## src/rtl/bss_pkg.sv

```systemverilog
`timescale 1ns/1ps
// Shared definitions for the binary shape search block.
// Assumes nothing beyond a single clock domain.
package bss_pkg;
    // Target of a row write on the load port.
    typedef enum logic {
        TGT_SHAPE  = 1'b0,
        TGT_WINDOW = 1'b1
    } load_tgt_e;
endpackage

```

## src/rtl/bss_unit.sv

```systemverilog
`timescale 1ns/1ps
// One matching unit: compares one shape row against the window row
// slice at its column offset each cycle and accumulates the agreement count.
// Assumes the caller pulses last_row on the final row of each offset;
// total is the full score in that cycle.
module bss_unit #(
    parameter int M  = 4,
    parameter int N  = 8,
    parameter int SW = 5,
    parameter int IW = 4
) (
    input  logic          clk,
    input  logic          rst_n,
    input  logic          clear,
    input  logic          step,
    input  logic          last_row,
    input  logic [M-1:0]  shape_row,
    input  logic [N-1:0]  win_row,
    input  logic [IW-1:0] i_off,
    output logic [SW-1:0] total
);
    logic [M-1:0]  slice;
    logic [M-1:0]  agree;
    logic [SW-1:0] pc;
    logic [SW-1:0] acc;

    // Window bits under the shape row, then the agreeing positions.
    always_comb begin
        slice = M'(win_row >> i_off);
        agree = ~(slice ^ shape_row);
    end

    // Count agreeing positions in the current row.
    always_comb begin
        pc = '0;
        for (int k = 0; k < M; k++) pc = pc + SW'(agree[k]);
    end

    assign total = acc + pc;

    // Running sum over rows; restarts after the last row of an offset.
    always_ff @(posedge clk) begin
        if (!rst_n)        acc <= '0;
        else if (clear)    acc <= '0;
        else if (step)     acc <= last_row ? '0 : total;
    end
endmodule

```

## src/rtl/bss_best.sv

```systemverilog
`timescale 1ns/1ps
// Best-score tracker: picks the first strict maximum among the valid
// lanes of a group, then keeps it only if it beats the running best.
// Assumes groups arrive in raster order (j outer, i inner).
module bss_best #(
    parameter int P  = 2,
    parameter int SW = 5,
    parameter int CW = 3,
    parameter int IW = 4
) (
    input  logic          clk,
    input  logic          rst_n,
    input  logic          clear,
    input  logic          upd,
    input  logic [P*SW-1:0] totals,
    input  logic [P-1:0]  lane_ok,
    input  logic [IW-1:0] i_base,
    input  logic [CW-1:0] j_cur,
    output logic [SW-1:0] best_score,
    output logic [CW-1:0] best_i,
    output logic [CW-1:0] best_j
);
    localparam int UW = (P > 1) ? $clog2(P) : 1;

    logic [SW-1:0] g_max;
    logic [UW-1:0] g_idx;
    logic          g_any;

    // First strict maximum across valid lanes, lowest lane wins ties.
    always_comb begin
        g_max = '0;
        g_idx = '0;
        g_any = 1'b0;
        for (int u = 0; u < P; u++) begin
            if (lane_ok[u] && (!g_any || totals[u*SW +: SW] > g_max)) begin
                g_max = totals[u*SW +: SW];
                g_idx = UW'(u);
                g_any = 1'b1;
            end
        end
    end

    // Running best; a later equal score never replaces an earlier one.
    always_ff @(posedge clk) begin
        if (!rst_n || clear) begin
            best_score <= '0;
            best_i     <= '0;
            best_j     <= '0;
        end else if (upd && g_any && g_max > best_score) begin
            best_score <= g_max;
            best_i     <= CW'(i_base + IW'(g_idx));
            best_j     <= j_cur;
        end
    end
endmodule

```

## src/rtl/bss_top.sv

```systemverilog
`timescale 1ns/1ps
// Binary shape correlation search. Holds an M x M shape and an N x N
// window, scans all (N-M+1)^2 offsets with P parallel units (one column
// offset each) and one shape row per cycle, and reports the best score.
// Assumes N >= M >= 2 and that loads happen only while idle.
module bss_top
    import bss_pkg::*;
#(
    parameter int M = 4,
    parameter int N = 8,
    parameter int P = 2,
    localparam int G  = N - M + 1,
    localparam int NG = (G + P - 1) / P,
    localparam int SW = $clog2(M*M + 1),
    localparam int CW = (G > 1) ? $clog2(G) : 1,
    localparam int RW = $clog2(N),
    localparam int YW = $clog2(M),
    localparam int GW = (NG > 1) ? $clog2(NG) : 1,
    localparam int IW = $clog2(N + P + 1)
) (
    input  logic            clk,
    input  logic            rst_n,
    input  logic            load_we,
    input  logic            load_sel,
    input  logic [RW-1:0]   load_row,
    input  logic [N-1:0]    load_data,
    input  logic            start,
    input  logic            stream_en,
    output logic            busy,
    output logic            done,
    output logic [SW-1:0]   best_score,
    output logic [CW-1:0]   best_i,
    output logic [CW-1:0]   best_j,
    output logic [P-1:0]    str_valid,
    output logic [P*SW-1:0] str_score,
    output logic [CW-1:0]   str_i0,
    output logic [CW-1:0]   str_j
);
    logic [M-1:0]    shape_mem [M];
    logic [N-1:0]    win_mem   [N];
    logic [YW-1:0]   y_cnt;
    logic [GW-1:0]   g_cnt;
    logic [CW-1:0]   j_cnt;
    logic            strm_q;
    logic            last_row;
    logic            launch;
    logic [IW-1:0]   i_base;
    logic [N-1:0]    win_row;
    logic [M-1:0]    shape_row;
    logic [P-1:0]    lane_ok;
    logic [P*SW-1:0] totals;

    assign launch    = start && !busy;
    assign last_row  = (y_cnt == YW'(M - 1));
    assign i_base    = IW'(g_cnt) * IW'(P);
    assign win_row   = win_mem[RW'(j_cnt) + RW'(y_cnt)];
    assign shape_row = shape_mem[y_cnt];

    // Row storage; writes are accepted only while idle.
    always_ff @(posedge clk) begin
        if (!rst_n) begin
            for (int r = 0; r < M; r++) shape_mem[r] <= '0;
            for (int r = 0; r < N; r++) win_mem[r]   <= '0;
        end else if (load_we && !busy) begin
            if (load_tgt_e'(load_sel) == TGT_SHAPE) begin
                if (load_row < RW'(M)) shape_mem[YW'(load_row)] <= load_data[M-1:0];
            end else begin
                win_mem[load_row] <= load_data;
            end
        end
    end

    // Scan sequencer: row inner, column group middle, window row outer.
    always_ff @(posedge clk) begin
        if (!rst_n) begin
            busy   <= 1'b0;
            done   <= 1'b0;
            strm_q <= 1'b0;
            y_cnt  <= '0;
            g_cnt  <= '0;
            j_cnt  <= '0;
        end else begin
            done <= 1'b0;
            if (launch) begin
                busy   <= 1'b1;
                strm_q <= stream_en;
                y_cnt  <= '0;
                g_cnt  <= '0;
                j_cnt  <= '0;
            end else if (busy) begin
                if (!last_row) begin
                    y_cnt <= y_cnt + 1'b1;
                end else begin
                    y_cnt <= '0;
                    if (g_cnt != GW'(NG - 1)) begin
                        g_cnt <= g_cnt + 1'b1;
                    end else begin
                        g_cnt <= '0;
                        if (j_cnt != CW'(G - 1)) begin
                            j_cnt <= j_cnt + 1'b1;
                        end else begin
                            busy <= 1'b0;
                            done <= 1'b1;
                        end
                    end
                end
            end
        end
    end

    // One matching unit per column offset of the current group.
    for (genvar u = 0; u < P; u++) begin : g_unit
        logic [IW-1:0] unit_i;
        assign unit_i     = i_base + IW'(u);
        assign lane_ok[u] = (unit_i < IW'(G));
        bss_unit #(.M(M), .N(N), .SW(SW), .IW(IW)) u_unit (
            .clk       (clk),
            .rst_n     (rst_n),
            .clear     (launch),
            .step      (busy),
            .last_row  (last_row),
            .shape_row (shape_row),
            .win_row   (win_row),
            .i_off     (unit_i),
            .total     (totals[u*SW +: SW])
        );
    end

    // Score stream: one registered group per completed offset set.
    always_ff @(posedge clk) begin
        if (!rst_n) begin
            str_valid <= '0;
            str_score <= '0;
            str_i0    <= '0;
            str_j     <= '0;
        end else begin
            str_valid <= '0;
            if (busy && last_row && strm_q) begin
                str_valid <= lane_ok;
                str_score <= totals;
                str_i0    <= CW'(i_base);
                str_j     <= j_cnt;
            end
        end
    end

    bss_best #(.P(P), .SW(SW), .CW(CW), .IW(IW)) u_best (
        .clk        (clk),
        .rst_n      (rst_n),
        .clear      (launch),
        .upd        (busy && last_row),
        .totals     (totals),
        .lane_ok    (lane_ok),
        .i_base     (i_base),
        .j_cur      (j_cnt),
        .best_score (best_score),
        .best_i     (best_i),
        .best_j     (best_j)
    );
endmodule

```

## config.mk

```make
export PLATFORM = sky130hd
export DESIGN_NAME = bss_top
export DESIGN_NICKNAME = d
export VERILOG_FILES = /design/src/rtl/bss_pkg.sv /design/src/rtl/bss_unit.sv /design/src/rtl/bss_best.sv /design/src/rtl/bss_top.sv
export SDC_FILE = /design/constraint.sdc
export NUM_CORES = 1
export LEC_CHECK = 0
export ABC_AREA = 1
export BUFFER_PORTS_ARGS = -buffer_cell sky130_fd_sc_hd__buf_2
export CAP_MARGIN = 0
export CORE_MARGIN = 4
export CORE_UTILIZATION = 48
export DETAILED_ROUTE_END_ITERATION = 8
export PLACE_DENSITY_LB_ADDON = 0.25
export SLEW_MARGIN = 20
export SYNTH_ARGS = -nofsm -noshare
export SYNTH_HDL_FRONTEND = slang
export SYNTH_SLANG_ARGS = --single-unit
```

## constraint.sdc

```tcl
create_clock -name clk -period 6.2 [get_ports clk]
set_input_delay 0.62 -clock clk [delete_from_list [all_inputs] [get_ports clk]]
set_output_delay 0.62 -clock clk [all_outputs]
set_load 0.05 [all_outputs]
```

==> results of run 1 <==
-- layout by cell type, fill, tap and decap left out, types with 6 or more instances in the layout --
cell type,netlist,routed
clkbuf_16,0,17
nand3_2,0,36
buf_2,5,46
inv_1,90,83
ha_1,24,17
o211ai_1,7,7
a21oi_1,39,32
clkinvlp_4,0,8
buf_4,6,22
inv_2,7,13
edfxtp_1,80,80
o21ai_0,27,21
nand2_1,203,184
nor2_1,124,119
ha_4,0,6
nand2_2,12,27
nand3_1,76,37
a21oi_2,1,7
dfxtp_1,50,48
-- worst min path at each step --
| stage | from | to | slack [ps] | depth (start not counted) |
|---|---|---|---|---|
| after global placement | g_unit[0].u_unit.acc[0] | g_unit[0].u_unit.acc[0] | 450 | 2 |
| after detailed placement | g_unit[0].u_unit.acc[0] | g_unit[0].u_unit.acc[0] | 460 | 2 |
| after global routing | g_unit[0].u_unit.acc[0] | g_unit[0].u_unit.acc[0] | 500 | 2 |
| after CTS | g_unit[0].u_unit.acc[0] | g_unit[0].u_unit.acc[0] | 470 | 2 |
| final | str_score[6] | str_score[6] | 460 | 2 |
| after floorplan | g_unit[0].u_unit.acc[0] | g_unit[0].u_unit.acc[0] | 440 | 2 |
-- through the flow --
step	util (%)	worst slack (ps)	TNS (ps)
global route	62.01	-301.6	-2951
floorplan	-	240.4	0
CTS	57.98	-2.982	-2.982
finish	62.01	-11.61	-11.61
global placement	52.52	-87.01	-675.6
detailed placement	52.52	-277.2	-2691
-- report_power, final --
part / internal [W] / leakage (nW) / switching, W
registers: 0.000944 / 1.23 / 0.0000119
logic: 0.000506 / 2.22 / 0.000658
clock network: 0.000675 / 0.288 / 0.000389
-- sequential cells by signal, summed over array words and instances (netlist names), 3 cells and up, named ones only --
name	flops
g_unit.u_unit.acc	10
j_cnt	3
u_best.best_i	3
str_j	3
str_score	10
shape_mem	16
u_best.best_j	3
win_mem	64
u_best.best_score	5
-- worst max-delay path, delay by kind of cell (launching register included) --
| kind | cells | cell delay [ps] |
|---|---|---|
| buffers and inverters | 5 | 550 |
| and+or+nand+nor | 18 | 1630 |
| adders and majority gates | 8 | 2790 |
| DFF | 1 | 350 |
| xor gates and xnor gates | 1 | 190 |
| AOI/OAI and AO/OA | 4 | 550 |
-- cell type report --
class | count | area [um2]
flip-flops and latches | 130 | 3406
inverters | 98 | 376.6
clock buffers | 17 | 425.4
repair buffers | 76 | 506.7
clock inverters | 15 | 209.0
well taps | 176 | 220.2
repair inverters | 2 | 13.76
multi-input cells | 542 | 3119
fillers | 1148 | 5071
-- timing repair --
action | 4_1_cts | 5_1_grt
gates resized for setup | 11 | 116
cloned | 1 | 2
setup buffers | 3 | 10
setup endpoints to repair | 11 | 11
pin swaps | 4 | 46
-- per-layer routing --
metal / part of all wire (%) / global-route usage (%)
met4: 1.9 / 8.482
met2: 52 / 36.67
met3: 5.4 / 4.989
met1: 41 / 26.19
met5: 0 / 0
-- cells by family (layout without fill, tap and decap cells) --
| group | after synthesis | in the layout | synth area share [%] |
|---|---|---|---|
| AOI/OAI and AO/OA | 79 | 79 | 6.499 |
| xor gates and xnor gates | 4 | 4 | 0.5306 |
| adders and majority gates | 29 | 29 | 6.063 |
| buffers and inverters | 124 | 208 | 8.355 |
| DFF | 130 | 130 | 51.53 |
| other | 1 | 1 | 0.05679 |
| and+or+nand+nor | 429 | 429 | 26.96 |
==> metrics.md, run 1 <==
| Metric | Value |
|---|---|
| Ranking of synthesized cells by area | edfxtp_1 36%, dfxtp_1 15%, nand2_1 12%, nor2_1 7.0%, nand3_1 5.8% |
| Crit path kind | flip-flop to flip-flop |
| Worst-path clk slew | 70 ps |
| Clock skew | between 10 and 15 ps |
| CP arrival | 6510 ps |
| First-pass GRT wire length | 27050 um |
| Gr ovfl total | 0 |
| Final antenna diode count | 0 |
| Yosys top cell area share | 36.38% |
| Crit path time final | 6212 ps |
| Sink Count | 130 |
| Sequential area share after synthesis | between 50% and 60% |
| Layout Cells excl Fill | 1056 |
| GPL Wtd Cong | 0.9408 |
| LEAKAGE | 3.739 nW |
| Ys async rst share | 0% |
| Nets | 913 |
| Area added between synthesis and finish | 25.33% |
| CP Max Fanout | 7 |
| CTS max path bufs | 2 |
| 1st-iter DRT viols | 495 |
| Peak supply drop | 201.8 uV |
| Setup slack after layout | -11.61 ps |
| Design area | 8277 um2 |
| Worst r2r src | j_cnt[0] |
| Post-Place Cells | roughly 1000 |
| Setup violations, final | 1 |
| CTS HTree Levels | 4 |
| Post-Syn Area | 6604 um2 |
| Status | finished with violations |
| Placement-stage cell area | 7010 um2 |
| Via density | 5.344 |
| Syn_nets | about 840 |
| Fmax | 161.0 MHz |
| Via count | 5643 |
| Ys Warns | 0 |
| # DRC | 0 |
| PD cells | 384.7 nW/um2 |
| Chip height | 125.3 um |
| Vias in the first global route | 5514 |
| Die span in x | around 130 um |
| Worst min-delay path class | flip-flop to flip-flop |
| Crit end category | flip-flop |
| Worst hold margin | 463.2 ps |
| Synth cell count leaders | 203 x nand2_1, 124 x nor2_1, 90 x inv_1 |
| Critical Path Sink | u_best.best_i[0] |
| Site Rows | 42 |
| Ratio of cells with drive above 1 in the final layout | 26.48% |
| Initial core utilization | between 40% and 50% |
| Gr usage total | 21.40% |
| CTS tree | done |
| Initial antenna violation count | 0 |
| Post-DR wirelength/cell | approximately 16 um |
| Post-DRT Antenna Nets | 0 |
| Critical R2R Capture | u_best.best_i[0] |
| Pin count of the biggest net entering global routing | 32 |
| Drt total wl | 16980 um |
| # Max-Cap Violations | 0 |
| Root Driver | clkbuf_16 |
| Failing checks | setup timing |
| Die Footprint | approximately 16000 um2 |
| Final Hold Vio Count | 0 |
| Drt first pass iters | 6 |
| CTS Buf Count | 17 |
| Synthesized flop and latch total | 130 |
| Slowest stage cell, crit path | fa_2 |
| Fin crit share | 100.2% |
| Slew HR | 48.83% |
| Post-Syn Instances | between 700 and 800 |
| Most common cell in the netlist | nand2_1 |
| Critical Path Source Type | flip-flop |
| Pwr Total | around 0.0032 W |
| Crit path launch | j_cnt[0] |
| Crit-path max cell delay | 630 ps |
| Main synth FF type | edfxtp_1 |
| Worst r2r path cells | 36 |
| RSZ-0062 raised after global routing | true |
| Post-DP HPWL | between 10000 and 15000 um |
| Slew Viols, Final | 0 |
| Syn_area_per_cell | 8.296 um2 |
| Clock Latency Late Sink | 430 ps |
| Netlist cell types | 33 |
| Ports | 48 |
| # hold bufs at CTS | 0 |
| Post-synth top area cell | edfxtp_1 |
| Critical Path RT | around 6500 ps |
| EDFF count, synth | 80 |
| CORE AREA | 13350 um2 |
| Worst reg2reg setup slack | -10 ps |
| Least-Margin Pin Slew | 764.7 ps |
| Port Buffers | 46 |
(Power assumes the default switching activity.)
==> inputs of run 2 (changes only) <==
==> constraint.sdc (replaced) <==
create_clock -name clk -period 5.6 [get_ports clk]
set_input_delay 0.56 -clock clk [delete_from_list [all_inputs] [get_ports clk]]
set_output_delay 0.56 -clock clk [all_outputs]
set_load 0.05 [all_outputs]
==> run 2 against run 1 <==
  * The run still ends with setup timing left
  * Non-clock buffer count up 25
  * Critical path depth rose by 3
  * Sequential share of layout area fell by 0.16 points
  * Routed wire length down 1.8%
  * First-iteration DRC count shrank 9.7%
  * Die area stayed put
  * Total power rose by 19%
  * Clock skew decreased by 1.9 ps
  * Sequential cell count unchanged
  * Core utilization rose by 0.24 points
  * Final cell count increased by 2.5%
  * Critical endpoint unchanged
==> metrics.md, run 2 (same netlist as run 1, synthesis figures left out) <==
| Metric | Value |
|---|---|
| Status | finished with violations |
| Failing checks | setup timing |
| Final antenna diode count | 0 |
| CP arrival | 6540 ps |
| Slew Viols, Final | 0 |
| Drt total wl | 16680 um |
| RSZ-0062 raised after global routing | true |
| Least-Margin Pin Slew | 789.5 ps |
| CTS Buf Count | 17 |
| Setup slack after layout | -587.5 ps |
| Crit end category | flip-flop |
| CTS tree | done |
| Chip height | 125.3 um |
| Root Driver | clkbuf_16 |
| Design area | 8309 um2 |
| Worst min-delay path class | input pin to flip-flop |
| Switch share | 34.03% |
| GPL Wtd Cong | 0.9124 |
| Critical Path RT | 5950 ps |
| Area occupied by multi-input gates | 3039 um2 |
| Seq. cell area | 3406 um2 |
| Sink Count | 130 |
| # hold bufs at CTS | 0 |
| Clock Latency Late Sink | 430 ps |
| Worst-path clk slew | 60 ps |
| Layout Cells excl Fill | roughly 1100 |
| First-pass GRT wire length | 26560 um |
| Placement-stage cell area | 7312 um2 |
| Port Buffers | 46 |
| Ports | 48 |
| Crit path kind | flip-flop to flip-flop |
| Pin count of the biggest net entering global routing | 32 |
| Post-DRT Antenna Nets | 0 |
| LEAKAGE | approximately 3.8 nW |
| Post-DR wirelength/cell | 15.41 um |
| CP Max Fanout | 7 |
| Die Footprint | between 15000 and 20000 um2 |
| Gr ovfl total | 0 |
| Slew HR | 47.17% |
| Pint | 0.002494 W |
| Via density | 5.138 |
| Most common cell after layout, fill and taps aside | nand2_1 |
| Met3 usage | ~4.7% |
| Slowest stage cell, crit path | fa_2 |
| Fillers | around 1100 |
| Registers with the most flip-flops | win_mem x64, shape_mem x16 |
| Site Rows | 42 |
| Vias in the first global route | roughly 5400 |
| Grt met1 use | about a quarter |
| Via count | 5559 |
| # Max-Cap Violations | 0 |
| Nets | about 940 |
| Die span in x | around 130 um |
| Reg power frac | 28.0% |
| # DRC | 0 |
| Initial antenna violation count | 0 |
| Global route hottest layer | met2 |
| Crit path time final | 6187 ps |
| Gr usage total | 21.33% |
| Critical Path Source Type | flip-flop |
| Max reg flops | 64 |
| Drt first pass iters | 5 |
| Peak supply drop | roughly 320 uV |
| Final design utilization | 62.25% |
| Fin crit share | 110.5% |
| 1st-iter DRT viols | 447 |
| CORE AREA | around 13000 um2 |
| Area added between synthesis and finish | 25.82% |
| NetSw | 0.001286 W |
| PD cells | ~460 nW/um2 |
| Pwr Total | 0.003781 W |
| Clock skew | ~12 ps |
| Largest Register | win_mem |
| Setup violations, final | 11 |
| Crit-path max cell delay | between 600 and 700 ps |
| Post-Place Cells | 1037 |
| Initial core utilization | between 40 and 50% |
| Final Hold Vio Count | 0 |
| Fmax | 161.6 MHz |
| Logic pwr share | a little over two fifths |
| Ratio of cells with drive above 1 in the final layout | 26.38% |
| Clk pwr share | a little under a third |
| CTS HTree Levels | 4 |
| Most frequent cells in the layout | 183 x nand2_1, 120 x nor2_1, 83 x inv_1 |
| CTS max path bufs | 2 |
| Post-DP HPWL | 11790 um |
| Global-route met2 utilization | 36.22% |
[run 2: cell count changes in the layout (fill, tap and decap cells not counted), sizes merged]
cell and delta:
buf +25, inv +4, clkinvlp -3, nand2 +1, bufinv -1
[run 2: worst paths after layout]
| check | start | end | slack [ps] | cells past startpoint |
|---|---|---|---|---|
| min | stream_en | strm_q | 430 | 3 |
| max | y_cnt[0] | u_best.best_i[0] | -590 | 39 |
| max reg2reg | y_cnt[0] | u_best.best_i[0] | -590 | 39 |
| min reg2reg | g_unit[0].u_unit.acc[0] | g_unit[0].u_unit.acc[0] | 460 | 2 |
[run 2: area by class of cell]
cell class / instances / share of cell area, %
repair buffers: 101 / 7.785
repair inverters: 2 / 0.1656
clock buffers: 17 / 5.120
multi-input cells: 543 / 36.58
well taps: 176 / 2.650
flip-flops and latches: 130 / 40.99
inverters: 98 / 4.517
clock inverters: 15 / 2.198
[run 2: per-stage QoR]
stage               hold WS, ps  TNS [ps]  setup WS [ps]
floorplan                 438.4    -67.81         -14.71
CTS                       427.8     -4467         -429.2
finish                    431.5     -6049         -587.5
global placement          451.6     -3701         -369.0
detailed placement        459.2     -5224         -506.5
global route              460.8     -9217         -864.1
[run 2: metal layers]
metal / part of all wire, % / wire (um)
met5: 0 / 0
met1: 43 / 7195
met4: 2.7 / 456
met3: 4.2 / 706
met2: 50 / 8320
[run 2: power groups by stage]
stage | combinational, W | clock (W) | sequential [W]
final | 0.00158 | 0.00114 | 0.00106
after global routing | 0.00170 | 0.00119 | 0.00106
after floorplan | 0.000657 | 0 | 0.00108
after detailed placement | 0.00103 | 0 | 0.00108
after global placement | 0.00101 | 0 | 0.00108
after CTS | 0.00130 | 0.00115 | 0.00106
[run 2: timing repair]
| item | 4_1_cts | 5_1_grt |
|---|---|---|
| setup endpoints to repair | 11 | 11 |
| endpoints found under the hold margin | 0 | 0 |
| resized for setup | 25 | 45 |
| pin swaps | 10 | 31 |
| cloned | 3 | 0 |
| buffers inserted | 7 | 3 |
[run 2: critical path, delay by kind of cell, from the launching register on]
kind,cells,cell delay (ps)
AOI/OAI and AO/OA,4,510
xor gates and xnor gates,1,200
adders and majority gates,8,2560
buffers and inverters,10,950
DFF,1,350
and+or+nand+nor,16,1510
